**config.mk**
```make
export PLATFORM = sky130hd
export DESIGN_NAME = seg_map_top
export DESIGN_NICKNAME = d
export VERILOG_FILES = /design/src/rtl/seg_map_pkg.sv /design/src/rtl/seg_map_regs.sv /design/src/rtl/seg_map_mask.sv /design/src/rtl/seg_map_xlate.sv /design/src/rtl/seg_map_top.sv
export SDC_FILE = /design/constraint.sdc
export NUM_CORES = 1
export LEC_CHECK = 0
export BUFFER_PORTS_ARGS = -buffer_cell sky130_fd_sc_hd__buf_2
export CAP_MARGIN = 5
export CELL_PAD_IN_SITES_DETAIL_PLACEMENT = 2
export CELL_PAD_IN_SITES_GLOBAL_PLACEMENT = 2
export CORE_UTILIZATION = 31
export DETAILED_ROUTE_END_ITERATION = 7
export HOLD_SLACK_MARGIN = 0.12
export PLACE_DENSITY_LB_ADDON = 0.12
export SETUP_SLACK_MARGIN = 0.3
export SLEW_MARGIN = 15
export SYNTH_ARGS = -nofsm -noshare
export SYNTH_HDL_FRONTEND = slang
export SYNTH_HIERARCHICAL = 1
export SYNTH_SLANG_ARGS = --single-unit
```
**constraint.sdc**
```tcl
create_clock -name clk -period 3.7 [get_ports clk]
set_clock_uncertainty 0.1 [all_clocks]
set_input_delay 0.37 -clock clk [delete_from_list [all_inputs] [get_ports clk]]
set_output_delay 0.37 -clock clk [all_outputs]
set_load 0.01 [all_outputs]
```
**src/rtl/seg_map_pkg.sv**
```systemverilog
package seg_map_pkg;

    parameter int ADDR_W      = 20;
    parameter int SEG_W       = 4;
    parameter int BANK_W      = 8;
    parameter int SIZE_W      = 3;
    parameter int MIN_BANK_LG = 3;
    localparam int OFF_W      = ADDR_W - SEG_W;
    localparam int BASE_W     = BANK_W - SEG_W;
    localparam int PHYS_W     = BANK_W + OFF_W;

    typedef enum logic [1:0] {
        SEL_BANK2 = 2'd0,
        SEL_BANK3 = 2'd1,
        SEL_BASE  = 2'd2,
        SEL_NONE  = 2'd3
    } reg_sel_e;

    typedef struct packed {
        logic [BANK_W-1:0] bank2;
        logic [BANK_W-1:0] bank3;
        logic [BANK_W-1:0] base;
    } bank_regs_t;

    typedef struct packed {
        logic ram;
        logic sram;
        logic rom;
    } tgt_sel_t;

endpackage

```
**src/rtl/seg_map_regs.sv**
```systemverilog
module seg_map_regs
    import seg_map_pkg::*;
#(
    parameter logic [BANK_W-1:0] RESET_BANK = '1,
    parameter logic [BANK_W-1:0] RESET_BASE = '1
) (
    input  logic              clk,
    input  logic              rst_n,
    input  logic              wr_en,
    input  reg_sel_e          wr_sel,
    input  logic [BANK_W-1:0] wr_data,
    output bank_regs_t        regs,
    output logic [BANK_W-1:0] rd_data
);

    bank_regs_t st_d, st_q;

    // Next-state: only the addressed register changes; SEL_NONE is inert
    always_comb begin
        st_d = st_q;
        if (wr_en) begin
            case (wr_sel)
                SEL_BANK2: st_d.bank2 = wr_data;
                SEL_BANK3: st_d.bank3 = wr_data;
                SEL_BASE:  st_d.base  = wr_data;
                default:   ;
            endcase
        end
    end

    always_ff @(posedge clk or negedge rst_n) begin
        if (!rst_n) begin
            st_q.bank2 <= RESET_BANK;
            st_q.bank3 <= RESET_BANK;
            st_q.base  <= RESET_BASE;
        end else begin
            st_q <= st_d;
        end
    end

    assign regs = st_q;

    // Read port returns stored value in full
    always_comb begin
        case (wr_sel)
            SEL_BANK2: rd_data = st_q.bank2;
            SEL_BANK3: rd_data = st_q.bank3;
            SEL_BASE:  rd_data = st_q.base;
            default:   rd_data = '0;
        endcase
    end

    a_r11_none_reads_zero: assert property (@(posedge clk) disable iff (!rst_n)
        (wr_sel == SEL_NONE) |-> (rd_data == '0));

    a_r11_none_write_inert: assert property (@(posedge clk) disable iff (!rst_n)
        (wr_en && wr_sel == SEL_NONE) |=> (regs == $past(regs)));

endmodule

```
**src/rtl/seg_map_mask.sv**
```systemverilog
module seg_map_mask
    import seg_map_pkg::*;
(
    input  logic [SIZE_W-1:0] size_code,
    output logic [BANK_W-1:0] bank_mask
);

    localparam int LIMIT_W = SIZE_W + 2;

    logic [LIMIT_W-1:0] bank_bits;

    assign bank_bits = LIMIT_W'(size_code) + LIMIT_W'(MIN_BANK_LG);

    // One comparator per bank bit: bit kept while below the fitted bank count
    for (genvar i = 0; i < BANK_W; i++) begin : g_mask_bit
        assign bank_mask[i] = (LIMIT_W'(i) < bank_bits);
    end

endmodule

```
**src/rtl/seg_map_xlate.sv**
```systemverilog
module seg_map_xlate
    import seg_map_pkg::*;
(
    input  logic [ADDR_W-1:0] addr,
    input  bank_regs_t        regs,
    input  logic [BANK_W-1:0] bank_mask,
    output tgt_sel_t          tgt,
    output logic [PHYS_W-1:0] phys_addr
);

    localparam logic [SEG_W-1:0] SEG_RAM  = SEG_W'(0);
    localparam logic [SEG_W-1:0] SEG_SRAM = SEG_W'(1);
    localparam logic [SEG_W-1:0] SEG_B2   = SEG_W'(2);
    localparam logic [SEG_W-1:0] SEG_B3   = SEG_W'(3);

    logic [SEG_W-1:0]  seg_idx;
    logic [OFF_W-1:0]  offset;
    logic [BANK_W-1:0] raw_bank;

    assign seg_idx = addr[ADDR_W-1:OFF_W];
    assign offset  = addr[OFF_W-1:0];

    always_comb begin
        tgt      = '0;
        raw_bank = '0;
        case (seg_idx)
            SEG_RAM:  tgt.ram  = 1'b1;
            SEG_SRAM: tgt.sram = 1'b1;
            SEG_B2: begin
                tgt.rom  = 1'b1;
                raw_bank = regs.bank2;
            end
            SEG_B3: begin
                tgt.rom  = 1'b1;
                raw_bank = regs.bank3;
            end
            default: begin
                tgt.rom  = 1'b1;
                raw_bank = {regs.base[BASE_W-1:0], seg_idx};
            end
        endcase
    end

    assign phys_addr = tgt.rom ? {raw_bank & bank_mask, offset} : '0;

endmodule

```
**src/rtl/seg_map_top.sv**
```systemverilog
module seg_map_top
    import seg_map_pkg::*;
#(
    parameter logic [BANK_W-1:0] RESET_BANK = '1,
    parameter logic [BANK_W-1:0] RESET_BASE = '1
) (
    input  logic              clk,
    input  logic              rst_n,
    input  logic              cfg_we,
    input  logic [1:0]        cfg_sel,
    input  logic [BANK_W-1:0] cfg_wdata,
    output logic [BANK_W-1:0] cfg_rdata,
    input  logic [SIZE_W-1:0] rom_size,
    input  logic [ADDR_W-1:0] cpu_addr,
    output logic              ram_cs,
    output logic              sram_cs,
    output logic              rom_cs,
    output logic [PHYS_W-1:0] rom_addr
);

    bank_regs_t        regs;
    logic [BANK_W-1:0] bank_mask;
    tgt_sel_t          tgt;

    seg_map_regs #(
        .RESET_BANK (RESET_BANK),
        .RESET_BASE (RESET_BASE)
    ) i_regs (
        .clk     (clk),
        .rst_n   (rst_n),
        .wr_en   (cfg_we),
        .wr_sel  (reg_sel_e'(cfg_sel)),
        .wr_data (cfg_wdata),
        .regs    (regs),
        .rd_data (cfg_rdata)
    );

    seg_map_mask i_mask (
        .size_code (rom_size),
        .bank_mask (bank_mask)
    );

    seg_map_xlate i_xlate (
        .addr      (cpu_addr),
        .regs      (regs),
        .bank_mask (bank_mask),
        .tgt       (tgt),
        .phys_addr (rom_addr)
    );

    assign ram_cs  = tgt.ram;
    assign sram_cs = tgt.sram;
    assign rom_cs  = tgt.rom;

    // exactly one target per access
    a_r1_one_target: assert property (@(posedge clk) disable iff (!rst_n)
        $onehot({ram_cs, sram_cs, rom_cs}));

    a_r3_offset_kept: assert property (@(posedge clk) disable iff (!rst_n)
        rom_cs |-> (rom_addr[OFF_W-1:0] == cpu_addr[OFF_W-1:0]));

    // a window-2 write is visible on the following cycle
    a_r4_write_lands: assert property (@(posedge clk) disable iff (!rst_n)
        ($past(rst_n) && $past(cfg_we) && $past(cfg_sel) == 2'd0
         && $stable(rom_size) && cpu_addr[ADDR_W-1:OFF_W] == SEG_W'(2))
        |-> (rom_addr[PHYS_W-1:OFF_W] == ($past(cfg_wdata) & bank_mask)));

    // upper bank nibble of shared windows tracks the base read port
    a_r6_base_nibble: assert property (@(posedge clk) disable iff (!rst_n)
        (cfg_sel == 2'd2 && cpu_addr[ADDR_W-1:OFF_W] >= SEG_W'(4))
        |-> (rom_addr[PHYS_W-1:PHYS_W-BASE_W]
             == (cfg_rdata[BASE_W-1:0] & bank_mask[BANK_W-1:SEG_W])));

    // no bank bit above the fitted size
    a_r7_size_trim: assert property (@(posedge clk) disable iff (!rst_n)
        ((rom_addr[PHYS_W-1:OFF_W] >> ({1'b0, rom_size} + 4'd3)) == '0));

endmodule

```
; Word level (Yosys, flattened, before mapping)
; Cells that the tools add are included.
[op_classes]
add_sub_neg = 1
magnitude_cmp = 8
n_eq_ne = 5
n_mux = 6
n_bitwise = 1
n_reduce_logical = 6
[ops]
columns = op, count
row1 = $pmux 8 s3, 2
row2 = $mux 24, 1
row3 = $lt 3x5->1 const A, 4
row4 = $lt 1x5->1 const A, 2
row5 = $lt 2x5->1 const A, 2
row6 = $and 8x8->8, 1
row7 = $eq 4x2->1 const B, 2
row8 = $reduce_and 2->1, 3
row9 = $add 3x2->4 const B, 1
row10 = $eq 4x1->1 const B, 1
row11 = $logic_not 4->1, 1
row12 = $mux 1, 3
row13 = $eq 2x1->1 const B, 1
row14 = $eq 2x2->1 const B, 1
row15 = $logic_not 2->1, 1
row16 = $reduce_or 2->1, 1
[totals]
reg_bits = 24
inputBits = 36
output_inout_bits = 35

; Longest topological paths before layout
; Gate-level depths: netlist (run 1).
[logic_depth]
word_depth = 5
mapped_depth = 6

; Cells and area by module
; Netlist (run 1), hierarchy kept.
[by_module_without_submodules]
columns = mod, instances, cells_each, area_each_um2
row1 = seg_map_regs, 1, 71, 1122.3
row2 = seg_map_xlate, 1, 55, 381.6
row3 = seg_map_mask, 1, 22, 172.7

; Worst setup path before layout (run 1)
; Ideal clock, no wire load.
[synth_timing]
kind = input-to-output
from = in rom_size[0]
to = out rom_addr[20]
arrival_time_ps = 1385
setup_slack_ps = 1845
stages = 6
n_path_buf = 0
cell_sequence = inv_1 -> ha_1 -> o21ba_1 -> a31oi_1 -> nand3_1 -> o22ai_1
[synth_between]
elab_chain_len = 4
[synth_lines]
columns = item, line
row1 = "start, declared", seg_map_top.sv:13  ; input logic [SIZE_W-1:0] rom_size,
row2 = $add 3x2->4, seg_map_mask.sv:12  ; assign bank_bits = LIMIT_W'(size_code) + LIMIT_W'(MIN_BANK_LG);
row3 = $lt 3x5->1, seg_map_mask.sv:16  ; assign bank_mask[i] = (LIMIT_W'(i) < bank_bits);
row4 = named net bank_mask[4], seg_map_top.sv:22  ; logic [BANK_W-1:0] bank_mask;
row5 = $and 8x8->8, seg_map_xlate.sv:44  ; assign phys_addr = tgt.rom ? {raw_bank & bank_mask, offset} : '0;
row6 = $mux 24, seg_map_xlate.sv:44
row7 = "end, declared", seg_map_top.sv:18  ; output logic [PHYS_W-1:0] rom_addr
; The timed path passes the listed nets, and every way through them passes these cells.

; Worst setup path in the final report (run 1)
; Ends and elaborated chain as after synthesis.

==> impl_metrics.yaml, run 1 <==
outcome:
  status: "finished, final reports clean"
global_routing:
  grt_pass1_vias: 1435
  overflow: 0
  grt_usage_pct: 18.3
  antenna_found_initial: 0
  grt_pass1_wl_um: 7650
  grt_max_degree: 25
worst_setup_path:
  required_ns: 3.23
  reg2reg_to: "i_regs/regs[16]$_DFFE_PN1P_"
  slowest_stage: "ha_1"
  cpMostUsedCell: "buf_2"
  path_cells: "buf_2 > inv_1 > ha_1 > o21ba_1 > a31oi_1 > nand3_1 > o22ai_1 > buf_2"
  r2r-start: "i_regs/regs[16]$_DFFE_PN1P_"
  end_kind: "output pin"
  worstSetupPathType: "in -> out"
  worstPathMaxFanout: 8
  critical-path-top-delay-family: "compound AO/OA/AOI/OAI gates"
  startpoint_type: "primary input"
  cp.arrival_ns: 1.86
  rrSetupSlack_ns: 2.84
  rr_worst_depth: 1
  slowest_delay_ns: 0.32
  critPathBufInv: 3
clocking:
  cts_tree: "built"
  cts_resized: 0
  cts-root-buf: "clkbuf_8"
  clock_sinks: 24
  cts_buffers: 3
  cts_setup_buffers: 0
  clkTransAtPathRegs_ns: 0.08
  htreeDepth: 1
  holdBufCountCts: 0
  clk_latency_ns: 0.26
  clockBufferDepth: 2
floorplan:
  start_util_pct: 32.4
  die_w_um: 75.5
  std_cell_rows: 26
  core_area_um2: 5170
  chipHeight_um: 75.5
  ios: 71
  die_area_um2: 5710
synth:
  ys_seq_area_share_pct: 37.6
  synth_top_area_share_pct: 37.6
  ys_ff_latch: 24
  yosysWarnings: 6
  synth_cell_types: 33
  synth_area_per_cell_um2: 11.3
  async_reset_ff_share_pct: 100
  yosysTopAreaCell: "dfstp_2"
  synthCells: 148
  synth-main-ff-cell: "dfstp_2"
  syn_nets: 187
  synthTopCellsByArea: "dfstp_2 (38%), mux2_2 (16%), mux2i_1 (9.0%)"
  synth_area_um2: 1680
  synth-edff-count: 0
timing:
  slew_headroom_pct: 52.8
  period_needed_ns: 2.33
  rsz0062_at_grt: "no"
  slew_violations: 0
  hold_viol: 0
  tightest_slew_ns: 0.706
  fmax_ghz: 0.429
  finalCritPeriodShare_pct: 63.0
  tns_ns: 0
  setup_violations: 0
pwr:
  ir_drop_mv: 0.171
  p_leak_nw: 0.984
  fin_total_pwr_uw: 786
  power_density_nw_per_um2: 376
routing:
  drt_iter0_drc: 40
  drt_pass1_iterations: 4
  viasPerCell: 4.89
  ant_nets: 0
  routed.top_layer: "met3"
  wl_met3_um: 221
  wl_met1_um: 2160
  vias: 1390
  drc: 0
  drt-total-wl_um: 4950
  wire_per_inst_um: 17.4
  met2WireLength_um: 2570
layout:
  largest_reg_flops: 24
  drive_above_1_share_pct: 62.1
  nets: 255
  antennaDiodeCount: 0
  fin_area_um2: 2090
  area_growth_syn_to_layout_pct: 24.6
  final_cells: 284
hold_path:
  hp-start: "cfg_wdata[1]"
  hold_path_depth: 2
  holdCritPathClass: "in -> reg"
  min_to: "i_regs/regs[9]$_DFFE_PN1P_"
placement:
  hpwl_um: 3970
  placedInstanceArea_um2: 2050
  dp_cells: 281
  port_buffers: 70
  place.gp.congestion: 0.788
job:
  cap_violations: 0
## cells by family after synthesis
logic type	after synthesis	synth area share, %
buffers and inverters	11	4.85
multiplexers	39	25.1
adder cells (fa/ha/maj)	3	2.24
flip-flops	24	37.6
AND/OR/NAND/NOR	45	18.7
AO/OA/AOI/OAI	26	11.6
## cell usage after synthesis (3+ instances only)
master     count
a31oi_1        3
and2_1         9
and2_4         7
buf_6          3
dfstp_2       24
ha_1           3
inv_1          4
mux2_2        24
mux2i_1       15
nand2_1        5
nand3_1        5
nor2_1         6
nor2b_1        3
o22ai_1        4
o2bb2ai_1      8
## metrics by stage
stage          worst slack [ns]  util [%]  hold WS [ns]
4_1_cts                    1.37      40.4         0.268
5_1_grt                    1.23      40.4         0.265
2_1_floorplan              1.85         -         0.122
3_5_place_dp               1.38      39.6         0.517
6_report                   1.37      40.4         0.275
3_3_place_gp               1.47      39.6         0.508
## final cells by class
cell class	count	area, um2
clock buffers	3	41.3
flip-flops and latches	24	631
repair buffers	70	350
inverters	4	15.0
fillers	588	3080
well taps	70	87.6
multi-input cells	113	965
## report_power, final
| group | internal (mW) | total [mW] | switching (mW) | leakage, nW |
|---|---|---|---|---|
| combinational | 0.127 | 0.250 | 0.122 | 0.710 |
| sequential | 0.350 | 0.387 | 0.0376 | 0.252 |
| clock | 0.0726 | 0.149 | 0.0762 | 0.0216 |
| total | 0.549 | 0.786 | 0.236 | 0.984 |
## worst max path at each step
stage / cells after the start / slack (ns) / start / endpoint
floorplan: 6 / 1.85 / rom_size[0] / rom_addr[20]
global placement: 8 / 1.47 / rom_size[0] / rom_addr[20]
detailed placement: 8 / 1.38 / rom_size[0] / rom_addr[20]
CTS: 8 / 1.37 / rom_size[0] / rom_addr[20]
global route: 8 / 1.23 / rom_size[0] / rom_addr[20]
finish: 8 / 1.37 / rom_size[0] / rom_addr[20]
## cell usage in the layout, fill, tap and decap left out
| master | netlist | routed |
|---|---|---|
| a21oi_1 | 1 | 1 |
| mux2i_1 | 15 | 15 |
| nor2_1 | 6 | 6 |
| nand3b_2 | 2 | 2 |
| nand4_1 | 1 | 1 |
| a211o_1 | 1 | 1 |
| nand2_1 | 5 | 5 |
| inv_1 | 4 | 4 |
| nand2b_1 | 2 | 2 |
| or3_4 | 1 | 1 |
| nor3b_1 | 2 | 2 |
| nor4b_4 | 1 | 1 |
| o22ai_1 | 4 | 4 |
| and2_4 | 7 | 7 |
| nor3b_4 | 1 | 1 |
| nand3_1 | 5 | 5 |
| a31oi_1 | 3 | 3 |
| o2bb2ai_1 | 8 | 8 |
| a22o_1 | 1 | 1 |
| o21ai_1 | 2 | 2 |
| and2_1 | 9 | 9 |
| o21ai_0 | 1 | 1 |
| o21bai_1 | 1 | 1 |
| ha_1 | 3 | 3 |
| dfstp_2 | 24 | 24 |
| buf_2 | 2 | 70 |
| o21ba_1 | 2 | 2 |
| clkbuf_8 | 0 | 3 |
| mux2_2 | 24 | 24 |
| o21a_1 | 2 | 2 |
| nor2b_1 | 3 | 3 |
## per-layer routing
metal,GRT usage [%],vias up
met5,0,-
met4,1.23,0
met3,3.31,0
met2,33.2,34
met1,23.6,691
li1,-,665
(Power assumes the default switching activity.)
==> run 2: changes to the inputs <==
ABC_AREA = 1   (was not set)
CORE_UTILIZATION = 25   (was 31)
clock period = 2.27 ns   (was 3.7 ns; I/O delays follow)
==> impl_metrics.yaml, run 2 <==
clocking:
  cts-root-buf: "clkbuf_8"
  cts_setup_buffers: 0
  clkTransAtPathRegs_ns: 0.08
  cts_tree: "built"
  clock_sinks: 24
  clockBufferDepth: 2
  htreeDepth: 1
  clk_latency_ns: 0.26
  cts_buffers: 3
synth:
  ys_ff_latch: 24
  ys_seq_area_share_pct: 34.6
  synth_common_cells: "nand2_1 (77), nand3_1 (46), inv_1 (36)"
  synth-edff-count: 0
  synth_area_um2: 1820
  synth-main-ff-cell: "dfstp_2"
  synth_top_area_share_pct: 34.6
  synth_area_per_cell_um2: 6.85
  synthCells: 266
  synthTopCellsByArea: "dfstp_2 (35%), nand2_1 (16%), nand3_1 (13%)"
  yosysMostFrequentCell: "nand2_1"
  yosysTopAreaCell: "dfstp_2"
  syn_nets: 305
  async_reset_ff_share_pct: 100
  yosysWarnings: 6
  synth_cell_types: 21
routing:
  wire_per_inst_um: 15.4
  drt_pass1_iterations: 4
  vias: 1994
  viasPerCell: 4.63
  drt-total-wl_um: 6630
  ant_nets: 0
  drt_iter0_drc: 43
  drc: 0
pwr:
  power_density_nw_per_um2: 543
  p_leak_nw: 1.26
  ir_drop_mv: 0.228
timing:
  layout_setup_ws_ns: 0.572
  tightest_slew_ns: 0.566
  rsz0062_at_grt: "no"
  finalCritPeriodShare_pct: 74.8
  hold_viol: 0
  period_needed_ns: 1.70
  slew_headroom_pct: 62.3
  slew_violations: 0
  fmax_ghz: 0.589
  setup_violations: 0
  tns_ns: 0
placement:
  dp_cells: 420
  port_buffers: 70
  hpwl_um: 5050
  post-place-ws_ns: 0.551
  placedInstanceArea_um2: 2180
  place.gp.congestion: 0.764
worst_setup_path:
  required_ns: 1.94
  worstSetupPathType: "in -> out"
  end_kind: "output pin"
  startpoint_type: "primary input"
  worstPathMaxFanout: 4
  cp.arrival_ns: 1.37
layout:
  nets: 376
  fin_area_um2: 2300
  area_growth_syn_to_layout_pct: 26.1
  largest_reg_flops: 24
  fill_cells: 896
  final_common_cell: "nand2_1"
  drive_above_1_share_pct: 34.0
  final_cells: 431
  antennaDiodeCount: 0
  layout_common_cells: "nand2_1 (77), buf_2 (70), nand3_1 (46)"
global_routing:
  grt_pass1_wl_um: 10800
  antenna_found_initial: 0
  busiest_layer: "met2"
  overflow: 0
  grt_usage_pct: 18.5
  use_met2_pct: 34.0
  use_met1_pct: 23.7
  grt_pass1_vias: 2098
  grt_max_degree: 28
  gr-usage-met3_pct: 1.04
hold_path:
  holdCritPathClass: "in -> async"
floorplan:
  start_util_pct: 26.4
  chipHeight_um: 87.4
  ios: 71
  std_cell_rows: 30
  die_area_um2: 7640
  die_w_um: 87.4
  core_area_um2: 6910
job:
  cap_violations: 0
outcome:
  status: "finished, final reports clean"
-- run 2: cell count changes in the layout (fill, tap and decap cells not counted), moves of 24 or more --
cell	delta
inv_1	+32
mux2_2	-24
nand2_1	+72
nand3_1	+41
nor2_1	+24
-- run 2: worst paths after layout --
check | cells past startpoint | slack (ns) | startpoint | endpoint
setup reg to reg | 2 | 1.41 | i_regs/regs[15]$_DFFE_PN1P_ | i_regs/regs[15]$_DFFE_PN1P_
hold / removal | 1 | 0.18 | rst_n | i_regs/regs[7]$_DFFE_PN1P_
min in group clk | 3 | 0.32 | cfg_sel[0] | i_regs/regs[11]$_DFFE_PN1P_
hold reg to reg | 2 | 0.37 | i_regs/regs[6]$_DFFE_PN1P_ | i_regs/regs[6]$_DFFE_PN1P_
max in group asynchronous | 1 | 1.84 | rst_n | i_regs/regs[14]$_DFFE_PN1P_
setup / recovery | 10 | 0.57 | rom_size[1] | rom_addr[16]
-- run 2: timing repair --
item | 4_1_cts | 5_1_grt
endpoints found under the hold margin | 19 | 0
hold buffers | 8 | 0
resized for setup | 0 | 0
-- run 2: worst max-delay path: stages --
cell and delay [ns]:
buf_2 0.11, inv_1 0.10, ha_1 0.21, inv_1 0.06, nand2_1 0.10, nand2_1 0.13
nand3_1 0.10, o211ai_1 0.09, nor2_1 0.11, buf_2 0.14
-- run 2: through the flow --
stage | hold WS (ns) | total power [mW] | util [%]
global route | 0.267 | 1.34 | 33.3
global placement | 0.353 | 0.989 | 31.5
detailed placement | 0.358 | 1.00 | 31.5
floorplan | -0.0208 | 0.828 | -
CTS | 0.207 | 1.28 | 33.3
finish | 0.184 | 1.25 | 33.3
-- run 2: layout make-up --
class | instances | area, um2 | area share (%)
well taps | 96 | 120 | 5.22
repair buffers | 78 | 430 | 18.7
flip-flops and latches | 24 | 631 | 27.4
multi-input cells | 190 | 922 | 40.1
clock buffers | 3 | 41.3 | 1.80
inverters | 40 | 155 | 6.75
-- run 2: kinds of logic (layout without fill, tap and decap cells) --
| family | Yosys count | after routing | synth area share [%] |
|---|---|---|---|
| buffers and inverters | 52 | 121 | 14.8 |
| DFF | 24 | 24 | 34.6 |
| and+or+nand+nor | 181 | 181 | 46.0 |
| AOI/OAI and AO/OA | 6 | 6 | 2.54 |
| adders and majority gates | 3 | 3 | 2.06 |
-- run 2: layer usage --
metal	vias up	wire, um
met5	-	0
met4	0	42
met3	4	196
met2	43	3230
met1	964	3160
li1	983	-
-- run 2: report_power, final --
part	switching, mW	total [mW]	internal (mW)
logic	0.239	0.386	0.146
registers	0.0617	0.610	0.548
clock network	0.135	0.254	0.119
total	0.436	1.25	0.813
